--- src/rtl/isa_fwd_pkg.sv ---
package isa_fwd_pkg;
  localparam int ADDR_W   = 24;
  localparam int DATA_W   = 8;
  localparam int CFG_AW   = 3;
  localparam int WIN_W    = 16;
  localparam int SEG_N    = 8;
  localparam int SEG_BITS = 14;

  localparam logic [CFG_AW-1:0] OFS_HOLE_LO = 3'd0;
  localparam logic [CFG_AW-1:0] OFS_HOLE_HI = 3'd1;
  localparam logic [CFG_AW-1:0] OFS_WIN_LO  = 3'd2;
  localparam logic [CFG_AW-1:0] OFS_WIN_HI  = 3'd3;
  localparam logic [CFG_AW-1:0] OFS_MISC    = 3'd4;

  localparam logic [WIN_W-1:0] WIN_RST  = 16'h0300;
  localparam logic             PLUS_RST = 1'b1;

  typedef struct packed {
    logic [DATA_W-1:0] hole_lo;
    logic [DATA_W-1:0] hole_hi;
    logic [WIN_W-1:0]  win;
    logic              plus512;
  } fwd_cfg_t;
endpackage

--- src/rtl/isa_fwd_cfg.sv ---
module isa_fwd_cfg
  import isa_fwd_pkg::*;
(
  input  logic              clk,
  input  logic              rst_n,
  input  logic              wr_en,
  input  logic [CFG_AW-1:0] addr,
  input  logic [DATA_W-1:0] wdata,
  output logic [DATA_W-1:0] rdata,
  output fwd_cfg_t          cfg
);
  fwd_cfg_t cfg_q, cfg_d;

  always_comb begin
    cfg_d = cfg_q;
    if (wr_en) begin
      case (addr)
        OFS_HOLE_LO: cfg_d.hole_lo   = wdata;
        OFS_HOLE_HI: cfg_d.hole_hi   = wdata;
        OFS_WIN_LO:  cfg_d.win[7:0]  = wdata;
        OFS_WIN_HI:  cfg_d.win[15:8] = wdata;
        OFS_MISC:    cfg_d.plus512   = wdata[0];
        default: ;
      endcase
    end
  end

  always_ff @(posedge clk or negedge rst_n) begin
    if (!rst_n) begin
      cfg_q.hole_lo <= '0;
      cfg_q.hole_hi <= '0;
      cfg_q.win     <= WIN_RST;
      cfg_q.plus512 <= PLUS_RST;
    end else if (wr_en) begin
      cfg_q <= cfg_d;
    end
  end

  always_comb begin
    case (addr)
      OFS_HOLE_LO: rdata = cfg_q.hole_lo;
      OFS_HOLE_HI: rdata = cfg_q.hole_hi;
      OFS_WIN_LO:  rdata = cfg_q.win[7:0];
      OFS_WIN_HI:  rdata = cfg_q.win[15:8];
      OFS_MISC:    rdata = {{(DATA_W-1){1'b0}}, cfg_q.plus512};
      default:     rdata = '0;
    endcase
  end

  assign cfg = cfg_q;
endmodule

--- src/rtl/isa_fwd_limit.sv ---
module isa_fwd_limit
  import isa_fwd_pkg::*;
(
  input  logic [ADDR_W-1:0] addr,
  input  logic [3:0]        top_code,
  input  logic              plus512,
  input  logic [DATA_W-1:0] hole_lo,
  input  logic [DATA_W-1:0] hole_hi,
  output logic              below_top,
  output logic              in_hole
);
  localparam int LIM_W = ADDR_W + 1;

  logic [LIM_W-1:0] limit;
  logic [4:0]       mb_count;
  logic [DATA_W-1:0] page;
  logic             hole_on;

  always_comb begin
    mb_count  = {1'b0, top_code} + 5'd1;
    limit     = {mb_count, 20'h00000} + (plus512 ? LIM_W'('h80000) : '0);
    below_top = {1'b0, addr} < limit;
    page      = addr[ADDR_W-1:ADDR_W-DATA_W];
    hole_on   = hole_hi > hole_lo;
    in_hole   = hole_on && (page >= hole_lo) && (page <= hole_hi);
  end
endmodule

--- src/rtl/isa_fwd_legacy.sv ---
module isa_fwd_legacy
  import isa_fwd_pkg::*;
(
  input  logic [19:0]      addr,
  input  logic [WIN_W-5:0] win,
  output logic             enable
);
  logic [SEG_N-1:0] seg_hit;
  logic             in_seg_area;

  assign in_seg_area = (addr[19:17] == 3'b110);

  for (genvar s = 0; s < SEG_N; s++) begin : g_seg
    assign seg_hit[s] = in_seg_area && (addr[16:SEG_BITS] == 3'(s)) && win[s];
  end

  always_comb begin
    enable = 1'b0;
    if (!addr[19])                    enable = win[8];
    else if (addr[19:17] == 3'b100)   enable = win[9];
    else if (addr[19:17] == 3'b101)   enable = win[10];
    else if (in_seg_area)             enable = |seg_hit;
    else if (addr[19:16] == 4'hE)     enable = win[11];
    else                              enable = 1'b0;
  end
endmodule

--- src/rtl/isa_fwd_decoder.sv ---
module isa_fwd_decoder
  import isa_fwd_pkg::*;
(
  input  logic              clk,
  input  logic              rst_n,
  input  logic              cfg_we,
  input  logic [CFG_AW-1:0] cfg_addr,
  input  logic [DATA_W-1:0] cfg_wdata,
  output logic [DATA_W-1:0] cfg_rdata,
  input  logic              req_valid,
  input  logic [ADDR_W-1:0] req_addr,
  output logic              rsp_valid,
  output logic              rsp_fwd
);
  logic [1:0] rst_pipe;
  logic       rst_sync_n;
  fwd_cfg_t   cfg;
  logic       below_top, in_hole, legacy_en, low_mb;
  logic       fwd_d, valid_d;

  always_ff @(posedge clk or negedge rst_n) begin
    if (!rst_n) rst_pipe <= 2'b00;
    else        rst_pipe <= {rst_pipe[0], 1'b1};
  end
  assign rst_sync_n = rst_pipe[1];

  isa_fwd_cfg u_cfg (
    .clk   (clk),
    .rst_n (rst_sync_n),
    .wr_en (cfg_we),
    .addr  (cfg_addr),
    .wdata (cfg_wdata),
    .rdata (cfg_rdata),
    .cfg   (cfg)
  );

  isa_fwd_limit u_limit (
    .addr      (req_addr),
    .top_code  (cfg.win[15:12]),
    .plus512   (cfg.plus512),
    .hole_lo   (cfg.hole_lo),
    .hole_hi   (cfg.hole_hi),
    .below_top (below_top),
    .in_hole   (in_hole)
  );

  isa_fwd_legacy u_legacy (
    .addr   (req_addr[19:0]),
    .win    (cfg.win[11:0]),
    .enable (legacy_en)
  );

  always_comb begin
    low_mb  = (req_addr[ADDR_W-1:20] == '0);
    valid_d = req_valid;
    fwd_d   = req_valid && below_top && !in_hole && (!low_mb || legacy_en);
  end

  always_ff @(posedge clk or negedge rst_sync_n) begin
    if (!rst_sync_n) begin
      rsp_valid <= 1'b0;
      rsp_fwd   <= 1'b0;
    end else begin
      rsp_valid <= valid_d;
      rsp_fwd   <= fwd_d;
    end
  end
endmodule

--- config.mk ---
export PLATFORM = sky130hd
export DESIGN_NAME = isa_fwd_decoder
export DESIGN_NICKNAME = d
export VERILOG_FILES = /design/src/rtl/isa_fwd_pkg.sv /design/src/rtl/isa_fwd_cfg.sv /design/src/rtl/isa_fwd_limit.sv /design/src/rtl/isa_fwd_legacy.sv /design/src/rtl/isa_fwd_decoder.sv
export SDC_FILE = /design/constraint.sdc
export NUM_CORES = 1
export LEC_CHECK = 0
export ABC_AREA = 1
export BUFFER_PORTS_ARGS = -buffer_cell sky130_fd_sc_hd__buf_2
export CAP_MARGIN = 20
export CORE_MARGIN = 2
export CORE_UTILIZATION = 50
export DETAILED_ROUTE_END_ITERATION = 16
export HOLD_SLACK_MARGIN = 0.08
export PLACE_DENSITY = 0.78
export SYNTH_ARGS = -nofsm -noshare
export SYNTH_HDL_FRONTEND = slang
export SYNTH_SLANG_ARGS = --single-unit
--- constraint.sdc ---
create_clock -name clk -period 1.1 [get_ports clk]
set_input_delay 0.055 -clock clk [delete_from_list [all_inputs] [get_ports clk]]
set_output_delay 0.055 -clock clk [all_outputs]
set_load 0.01 [all_outputs]
==> results of run 1 <==
-- Yosys cell counts, drive strengths merged --
cell type / n / area share [%]
inv: 48 / 7.1
nor3: 5 / 2.7
a31oi: 2 / 0.49
nand4: 9 / 2.2
o21a: 2 / 0.59
o21bai: 2 / 0.59
a211o: 1 / 0.34
or2: 1 / 0.25
nand2: 114 / 18
ha: 29 / 14
o21ai: 34 / 7.9
a21oi: 11 / 2.2
dfrtp: 34 / 33
xor2: 1 / 0.34
dfstp: 3 / 3.1
xnor2: 1 / 0.34
nor2: 12 / 1.8
conb: 1 / 0.15
a21boi: 1 / 0.29
a21o: 1 / 0.29
nand3: 12 / 2.4
buf: 5 / 1.7
-- worst max-delay path, stage by stage, from the launching register on --
cell	delay, ps
dfrtp_1	390
ha_2	210
xnor2_2	140
ha_1	310
a21oi_2	60
or2_4	240
nand3_2	60
nor2_2	30
nand2_1	70
nor2_2	30
-- timing repair --
action	in CTS	in global routing
endpoints found under the hold margin	5	0
setup endpoints to repair	9	9
gates resized for setup	21	22
pin swaps	14	7
setup buffers	8	0
hold buffers	5	0
-- per-layer routing --
layer  GRT usage (%)  up-vias
li1                -     1256
met1            32.4     1162
met2            43.0       59
met3            3.57       10
met4            9.55        0
met5               0        -
-- report_power, final --
group          switching [W]  internal [W]  total, W
Sequential          0.000208       0.00162   0.00183
Combinational        0.00101       0.00102   0.00203
Clock               0.000481      0.000566   0.00105
Total                0.00170       0.00321   0.00491
-- per-stage QoR --
step | power, W | cells | setup slack (ps)
4_1_cts | 0.00480 | 493 | -567
3_5_place_dp | 0.00361 | 475 | -606
2_1_floorplan | 0.00284 | 329 | -474
3_3_place_gp | 0.00350 | 475 | -479
5_1_grt | 0.00527 | 493 | -681
6_report | 0.00491 | 493 | -560
-- worst max path at each step --
stage             startpoint      end  cells past startpoint
2_1_floorplan  u_cfg.cfg[14]  rsp_fwd                      9
3_3_place_gp   u_cfg.cfg[14]  rsp_fwd                      9
3_5_place_dp   u_cfg.cfg[14]  rsp_fwd                      9
4_1_cts        u_cfg.cfg[14]  rsp_fwd                      9
5_1_grt        u_cfg.cfg[14]  rsp_fwd                      9
6_report       u_cfg.cfg[14]  rsp_fwd                      9
-- logic make-up (layout without fill, tap and decap cells) --
logic type / count (synthesis) / after routing / share of synthesized area [%]
simple gates: 153 / 153 / 27.1
compound gates: 54 / 54 / 12.6
other cells: 1 / 1 / 0.147
buf+inv: 53 / 150 / 8.78
xor+xnor: 2 / 2 / 0.687
fa+ha+maj: 29 / 29 / 14.2
flops: 37 / 37 / 36.5
-- registers in the layout, indices dropped and copies added, names as in the netlist --
| signal | count |
|---|---|
| rst_pipe | 2 |
| u_cfg.cfg | 33 |
| rsp_valid | 1 |
| rsp_fwd | 1 |
-- final cells by class --
| class | instances | area, um2 | area share, % |
|---|---|---|---|
| Tap cell | 67 | 83.8 | 2.40 |
| Clock buffer | 7 | 96.3 | 2.75 |
| Timing Repair Buffer | 94 | 712 | 20.3 |
| Sequential cell | 37 | 932 | 26.6 |
| Clock inverter | 1 | 5.00 | 0.143 |
| Multi-Input combinational cell | 239 | 1490 | 42.6 |
| Inverter | 48 | 180 | 5.15 |
==> results.py, run 1 <==
metrics = {
    "outcome": {
        "status": "finished with violations",
        "violations": "setup timing",
    },
    "timing": {
        "final_max_slew_viol_count": 0,
        "whs_ps": 100,
        "period_share_pct": 151,
        "finalCriticalPeriod_ps": 1660,
        "setup_violations": 9,
        "finalClockSkew_ps": 6.62,
        "rsz0062_at_grt": "yes",
        "hold_viol": 0,
        "tns_ps": -1720,
        "fmaxAchievable_mhz": 603,
        "fin_ws_ps": -560,
    },
    "clocking": {
        "clockBufferDepth": 2,
        "cts_buffers": 5,
        "h-tree-depth": 2,
        "clk_latency_ps": 290,
        "clock-sinks": 37,
        "cts_root_buf": "clkbuf_8",
        "clk_pin_slew_ps": 70,
        "cts_tree": "done",
    },
    "routing": {
        "route.met3.wl_um": 285,
        "drt-total-wl_mm": 6.61,
        "detail-route-antenna-nets": 0,
        "first_iter_violations": 132,
        "wl_met1_mm": 2.88,
        "routed-via-count": 2487,
        "wl_met2_mm": 3.32,
        "routed_via_density": 5.04,
        "wl_per_cell_um": 13.4,
        "routed.top_layer": "met4",
        "first_pass_iters": 4,
        "drc": 0,
    },
    "floorplanning": {
        "die_x_um": 75.4,
        "io_pins": 49,
        "fp.dieH_um": 75.4,
        "start_util_pct": 52.9,
        "num_rows": 25,
        "dieArea_um2": 5690,
        "core-area_um2": 4820,
    },
    "critical_path": {
        "crit_path_start_kind": "flip-flop",
        "cp_max_fo": 2,
        "cp_data_required_time_ps": 1280,
        "worstSetupEndpointType": "flip-flop",
        "r2r_end": "rsp_fwd",
        "r2r_cells": 9,
        "critPathKind": "flip-flop to flip-flop",
        "r2r_setup_slack_ps": -560,
        "critPathArrivalTime_ps": 1840,
        "regToRegStartpoint": "u_cfg.cfg[14]",
    },
    "worst_hold_path": {
        "worstHoldPathCells": 3,
        "hold_path_class": "input pin to flip-flop",
        "worst_hold_path.endpoint": "u_cfg.cfg[14]",
        "worstHoldStart": "cfg_wdata[5]",
    },
    "synth": {
        "ys_types": 29,
        "syn-mean-instance-area_um2": 7.75,
        "synthesis.area_um2": 2550,
        "synth.ff_latch_count": 37,
        "synthesis.nets": 397,
        "synthCells": 329,
        "synth-seq-area-share_pct": 36.5,
        "yosys_warnings": 0,
    },
    "place": {
        "postPlaceCellArea_um2": 3160,
        "port-buffer-count": 34,
        "dp_hpwl_mm": 5.11,
        "gp_congestion": 0.914,
    },
    "global_routing": {
        "grt_pass1_vias": 2450,
        "grt_pass1_wl_mm": 10.8,
        "grt_max_degree": 24,
        "antenna_found_initial": 0,
        "grt_util_all_layers_pct": 25.2,
        "overflow": 0,
    },
    "power_and_ir_drop": {
        "ir_drop_mv": 1.14,
        "power.density_nw_per_um2": 1400,
        "p_leak_nw": 1.88,
    },
    "layout": {
        "final_common_cell": "nand2_1",
        "most-common-layout-cells": "nand2_1, inv_1, buf_4",
        "syn_to_final_growth_pct": 37.2,
        "final_net_count": 493,
        "diodes": 0,
        "final_layout_size_suffix_gt1_share_pct": 34.5,
        "final_cell_area_um2": 3500,
        "fin_util_pct": 72.6,
        "fillers": 382,
    },
    "run": {
        "cap_violations": 0,
    },
}
Power figures use the tool's default switching activity.
==> run 2, diff against run 1 <==
--- a/config.mk
+++ b/config.mk
@@ -13,6 +13,7 @@
 export DETAILED_ROUTE_END_ITERATION = 16
 export HOLD_SLACK_MARGIN = 0.08
 export PLACE_DENSITY = 0.78
+export SETUP_SLACK_MARGIN = 0.4
 export SYNTH_ARGS = -nofsm -noshare
 export SYNTH_HDL_FRONTEND = slang
 export SYNTH_SLANG_ARGS = --single-unit
==> run 2 against run 1 <==
  * Non-clock buffer count increased by 1
  * Power is 11% higher
  * Critical path type unchanged
  * Critical endpoint unchanged
  * The run still ends with setup timing left
  * Sequential share of layout area shrank 1.6 points
  * Largest cell class unchanged
  * Cell count up 0.41%
  * Flip-flop and latch count is the same
  * Critical path depth is the same
==> results.py, run 2 (synthesis gave the netlist of run 1 again) <==
metrics = {
    "layout": {
        "final_layout_size_suffix_gt1_share_pct": 41.1,
        "final_net_count": 495,
        "syn_to_final_growth_pct": 46.0,
        "instances_no_fill": 495,
        "final_common_cell": "nand2_1",
        "largest_reg_flops": 33,
        "diodes": 0,
        "most-common-layout-cells": "nand2_1, inv_1, buf_6",
        "fillers": 327,
    },
    "global_routing": {
        "antenna_found_initial": 0,
        "grt_pass1_wl_mm": 11.1,
        "grt_util_all_layers_pct": 26.2,
        "grt_pass1_vias": 2442,
        "overflow": 0,
        "grt_max_degree": 36,
    },
    "routing": {
        "wl_met2_mm": 4.08,
        "drc": 0,
        "first_iter_violations": 247,
        "first_pass_iters": 4,
        "drt-total-wl_mm": 7.77,
        "wl_per_cell_um": 15.7,
        "routed_via_density": 5.32,
        "wl_met1_mm": 3.09,
        "detail-route-antenna-nets": 0,
        "routed.top_layer": "met4",
        "routed-via-count": 2632,
        "route.met3.wl_um": 440,
    },
    "timing": {
        "fmaxAchievable_mhz": 588,
        "tns_ps": -2250,
        "fin_ws_ps": -600,
        "rsz0062_at_grt": "yes",
        "finalClockSkew_ps": 7.22,
        "period_share_pct": 155,
        "final_max_slew_viol_count": 0,
        "finalCriticalPeriod_ps": 1700,
        "setup_violations": 9,
        "hold_viol": 0,
        "whs_ps": 40.3,
    },
    "power_and_ir_drop": {
        "power_w": 0.00542,
        "power.density_nw_per_um2": 1460,
        "p_leak_nw": 1.94,
        "ir_drop_mv": 0.869,
    },
    "critical_path": {
        "worstSetupEndpointType": "flip-flop",
        "cp_data_required_time_ps": 1340,
        "critical_path.max_stage_delay_ps": 420,
        "crit_chain": "ha_2 -> xnor2_1 -> ha_1 -> a21oi_2 -> or2_4 -> nand3_2 -> nor2_1 -> nand2_1 -> nor2_1",
        "cpMostUsedCell": "nor2_1",
        "critPathArrivalTime_ps": 1940,
        "path_buf_inv": 0,
        "cp_max_fo": 3,
        "crit_path_start_kind": "flip-flop",
        "crit_path_top_delay_cell": "dfrtp_1",
        "cp_top_family": "adder cells",
        "critPathKind": "flip-flop to flip-flop",
    },
    "floorplanning": {
        "die_x_um": 75.4,
        "fp.dieH_um": 75.4,
        "core-area_um2": 4820,
        "num_rows": 25,
        "start_util_pct": 52.9,
        "io_pins": 49,
        "dieArea_um2": 5690,
    },
    "place": {
        "placed_cells": 474,
        "port-buffer-count": 34,
        "dp_hpwl_mm": 4.81,
        "gp_congestion": 0.845,
        "dp_slack_ps": -558,
    },
    "clocking": {
        "postCtsHoldBufs": 3,
        "clk_latency_ps": 310,
        "cts_buffers": 5,
        "cts_tree": "done",
        "h-tree-depth": 2,
        "clock-sinks": 37,
        "cts_root_buf": "clkbuf_8",
        "clk_pin_slew_ps": 80,
        "clockBufferDepth": 2,
    },
    "run": {
        "cap_violations": 0,
    },
    "outcome": {
        "violations": "setup timing",
        "status": "finished with violations",
    },
    "worst_hold_path": {
        "hold_path_class": "input pin to async pin",
    },
}
-- run 2: layout make-up --
type | instances | area, um2 | share of cell area [%]
Sequential cell | 37 | 931 | 25.0
Inverter | 48 | 185 | 4.97
Multi-Input combinational cell | 240 | 1590 | 42.8
Clock inverter | 2 | 37.5 | 1.01
Clock buffer | 6 | 82.6 | 2.22
Tap cell | 67 | 83.8 | 2.25
Timing Repair Buffer | 95 | 808 | 21.7
-- run 2: stage by stage --
step | util (%) | instance area [um2]
final | 77.3 | 3720
after global routing | 77.3 | 3720
after CTS | 74.3 | 3580
after detailed placement | 65.4 | 3150
after global placement | 65.4 | 3150
after floorplan | - | 2580
-- run 2: per-layer routing --
| metal | global-route usage [%] | vias to the layer above |
|---|---|---|
| met5 | 0 | - |
| met4 | 5.46 | 0 |
| met3 | 5.82 | 18 |
| met2 | 47.6 | 101 |
| met1 | 31.9 | 1244 |
| li1 | - | 1269 |
-- run 2: worst reg2reg max path, cell delays in order (launching register included) --
cell     delay (ps)
dfrtp_1         420
ha_2            200
xnor2_1         130
ha_1            310
a21oi_2         150
or2_4           130
nand3_2          60
nor2_1           90
nand2_1          60
nor2_1           90
-- run 2: repair_timing --
item | CTS | global route
gates resized for setup | 57 | 45
buffers inserted | 9 | 1
hold endpoints to repair | 13 | 2
pin swaps | 16 | 5
setup endpoints to repair | 44 | 46
gates cloned | 1 | 0
-- run 2: final timing paths --
path	start	to	slack, ps	cells past startpoint
setup / recovery	u_cfg.cfg[14]	rsp_fwd	-600	9
max in group asynchronous	rst_pipe[1]	u_cfg.cfg[9]	630	1
hold / removal	rst_n	rst_pipe[1]	40	2
hold reg to reg	rst_pipe[1]	u_cfg.cfg[2]	220	1
min in group clk	cfg_wdata[1]	u_cfg.cfg[10]	70	3
setup reg to reg	u_cfg.cfg[14]	rsp_fwd	-600	9
-- run 2: report_power, final --
group          switching, W  internal [W]
Clock              0.000536      0.000737
Combinational       0.00112       0.00118
Sequential         0.000231       0.00162
Total               0.00189       0.00354
==> run 3, diff against run 2 <==
--- a/config.mk
+++ b/config.mk
@@ -13,6 +13,7 @@
 export DETAILED_ROUTE_END_ITERATION = 16
 export HOLD_SLACK_MARGIN = 0.08
 export PLACE_DENSITY = 0.78
+export REMOVE_ABC_BUFFERS = 1
 export SETUP_SLACK_MARGIN = 0.4
 export SYNTH_ARGS = -nofsm -noshare
 export SYNTH_HDL_FRONTEND = slang
==> run 3 against run 2 <==
  * The flow still finishes with violations (setup timing)
  * Cell count is 0.40% lower
  * Clock skew is 11 ps higher
  * Flip-flop and latch count stayed put
  * Count of clock-buffer cells in the layout is 1 higher
  * Non-clock buffer count is 4 lower
  * Via count is 4.4% higher
  * First-iteration DRC count is 15% lower
  * Power is 3.2% lower
==> results.py, run 3 (synthesis gave the netlist of run 1 again) <==
metrics = {
    "critical_path": {
        "critPathArrivalTime_ps": 1920,
        "r2r_setup_slack_ps": -610,
        "critPathKind": "flip-flop to flip-flop",
        "worstSetupEndpointType": "flip-flop",
        "cp_max_fo": 4,
        "cp_data_required_time_ps": 1310,
        "r2r_cells": 10,
        "regToRegStartpoint": "u_cfg.cfg[13]",
        "crit_path_start_kind": "flip-flop",
        "crit_start": "u_cfg.cfg[13]",
        "r2r_end": "rsp_fwd",
    },
    "global_routing": {
        "use_met3_pct": 3.57,
        "use_met1_pct": 34.0,
        "grt_max_degree": 36,
        "grt_pass1_vias": 2438,
        "overflow": 0,
        "antenna_found_initial": 0,
        "grt-busiest-layer": "met2",
        "met2_usage_pct": 47.4,
        "grt_pass1_wl_mm": 11.4,
        "grt_util_all_layers_pct": 26.9,
    },
    "layout": {
        "final_common_cell": "nand2_1",
        "fillers": 289,
        "fin_util_pct": 76.9,
        "multiInputGateArea_um2": 1660,
        "instances_no_fill": 493,
        "syn_to_final_growth_pct": 45.3,
        "final_net_count": 493,
        "register_area_um2": 931,
        "diodes": 0,
        "largest_reg_flops": 33,
        "most-common-layout-cells": "nand2_1, inv_1, dfrtp_1",
        "final_layout_size_suffix_gt1_share_pct": 42.0,
    },
    "routing": {
        "first_pass_iters": 5,
        "wl_per_cell_um": 17.1,
        "drc": 0,
        "drt-total-wl_mm": 8.41,
        "first_iter_violations": 210,
        "routed_via_density": 5.58,
        "routed-via-count": 2749,
        "detail-route-antenna-nets": 0,
    },
    "clocking": {
        "clk_latency_ps": 310,
        "cts_tree": "done",
        "postCtsHoldBufs": 2,
        "cts_buffers": 5,
        "h-tree-depth": 2,
        "clock-sinks": 37,
        "cts_root_buf": "clkbuf_8",
        "clockBufferDepth": 2,
        "clk_pin_slew_ps": 90,
    },
    "floorplanning": {
        "start_util_pct": 52.9,
        "fp.dieH_um": 75.4,
        "die_x_um": 75.4,
        "io_pins": 49,
        "core-area_um2": 4820,
        "dieArea_um2": 5690,
        "num_rows": 25,
    },
    "outcome": {
        "violations": "setup timing",
        "status": "finished with violations",
    },
    "place": {
        "port-buffer-count": 34,
        "placed_cells": 473,
        "dp_hpwl_mm": 4.90,
        "gp_congestion": 0.907,
    },
    "power_and_ir_drop": {
        "ir_drop_mv": 1.22,
        "power.density_nw_per_um2": 1420,
        "p_leak_nw": 1.94,
    },
    "timing": {
        "finalClockSkew_ps": 18.7,
        "setup_violations": 9,
        "finalCriticalPeriod_ps": 1710,
        "hold_viol": 0,
        "final_max_slew_viol_count": 0,
        "period_share_pct": 155,
        "fmaxAchievable_mhz": 585,
        "fin_ws_ps": -609,
        "rsz0062_at_grt": "yes",
    },
    "worst_hold_path": {
        "hold_path_class": "input pin to async pin",
    },
    "run": {
        "cap_violations": 0,
    },
}
run 3: changes by cell type in the layout (fill, tap and decap cells not counted), sizes merged:
cell,change
buf,-4
bufinv,-1
clkbuf,+1
nand2,+2
run 3: worst max-delay path by stage:
stage / slack [ps] / endpoint / depth (start not counted)
floorplan: -560 / rsp_fwd / 9
global placement: -550 / rsp_fwd / 9
detailed placement: -600 / rsp_fwd / 9
CTS: -550 / rsp_fwd / 9
global route: -740 / rsp_fwd / 11
finish: -610 / rsp_fwd / 10
run 3: metrics by stage:
stage               hold slack (ps)  setup slack, ps  TNS (ps)  cell area, um2  power, W
global placement               -160             -546      -578            3130   0.00351
floorplan                      -241             -561      -572            2510   0.00281
finish                         63.9             -609     -2160            3700   0.00525
detailed placement             -159             -600      -635            3130   0.00361
global route                   71.9             -739     -2590            3700   0.00557
CTS                            54.1             -549     -1690            3470   0.00489
run 3: repair_timing:
item | CTS | global route
pin swaps | 7 | 17
cloned | 1 | 2
endpoints found under the hold margin | 16 | 3
gates resized for setup | 56 | 56
setup buffers | 3 | 4
setup endpoints to repair | 44 | 44
run 3: power breakdown:
group	internal [W]	switching, W	leakage [nW]
clock	0.000510	0.000543	0.0445
sequential	0.00162	0.000236	0.456
combinational	0.00116	0.00118	1.44
total	0.00329	0.00196	1.94
run 3: layout make-up:
type | instances | share of cell area [%]
flip-flops and latches | 37 | 25.1
repair buffers | 91 | 20.4
clock inverters | 1 | 0.203
inverters | 48 | 4.86
well taps | 67 | 2.26
clock buffers | 7 | 2.33
multi-input cells | 242 | 44.8
run 3: critical path, cell delays in order, from the launching register on:
cell	delay [ps]
dfrtp_1	410
buf_6	140
nand3_2	90
xor2_1	160
ha_1	300
nand2_2	80
or2_4	230
nand3_2	60
nor2_2	40
nand2_1	50
nor2_1	40
run 3: metal layers:
layer	vias to the layer above	part of all wire [%]
met4	0	4.6
met5	-	0
met1	1294	39
met3	38	6.6
li1	1267	-
met2	150	50
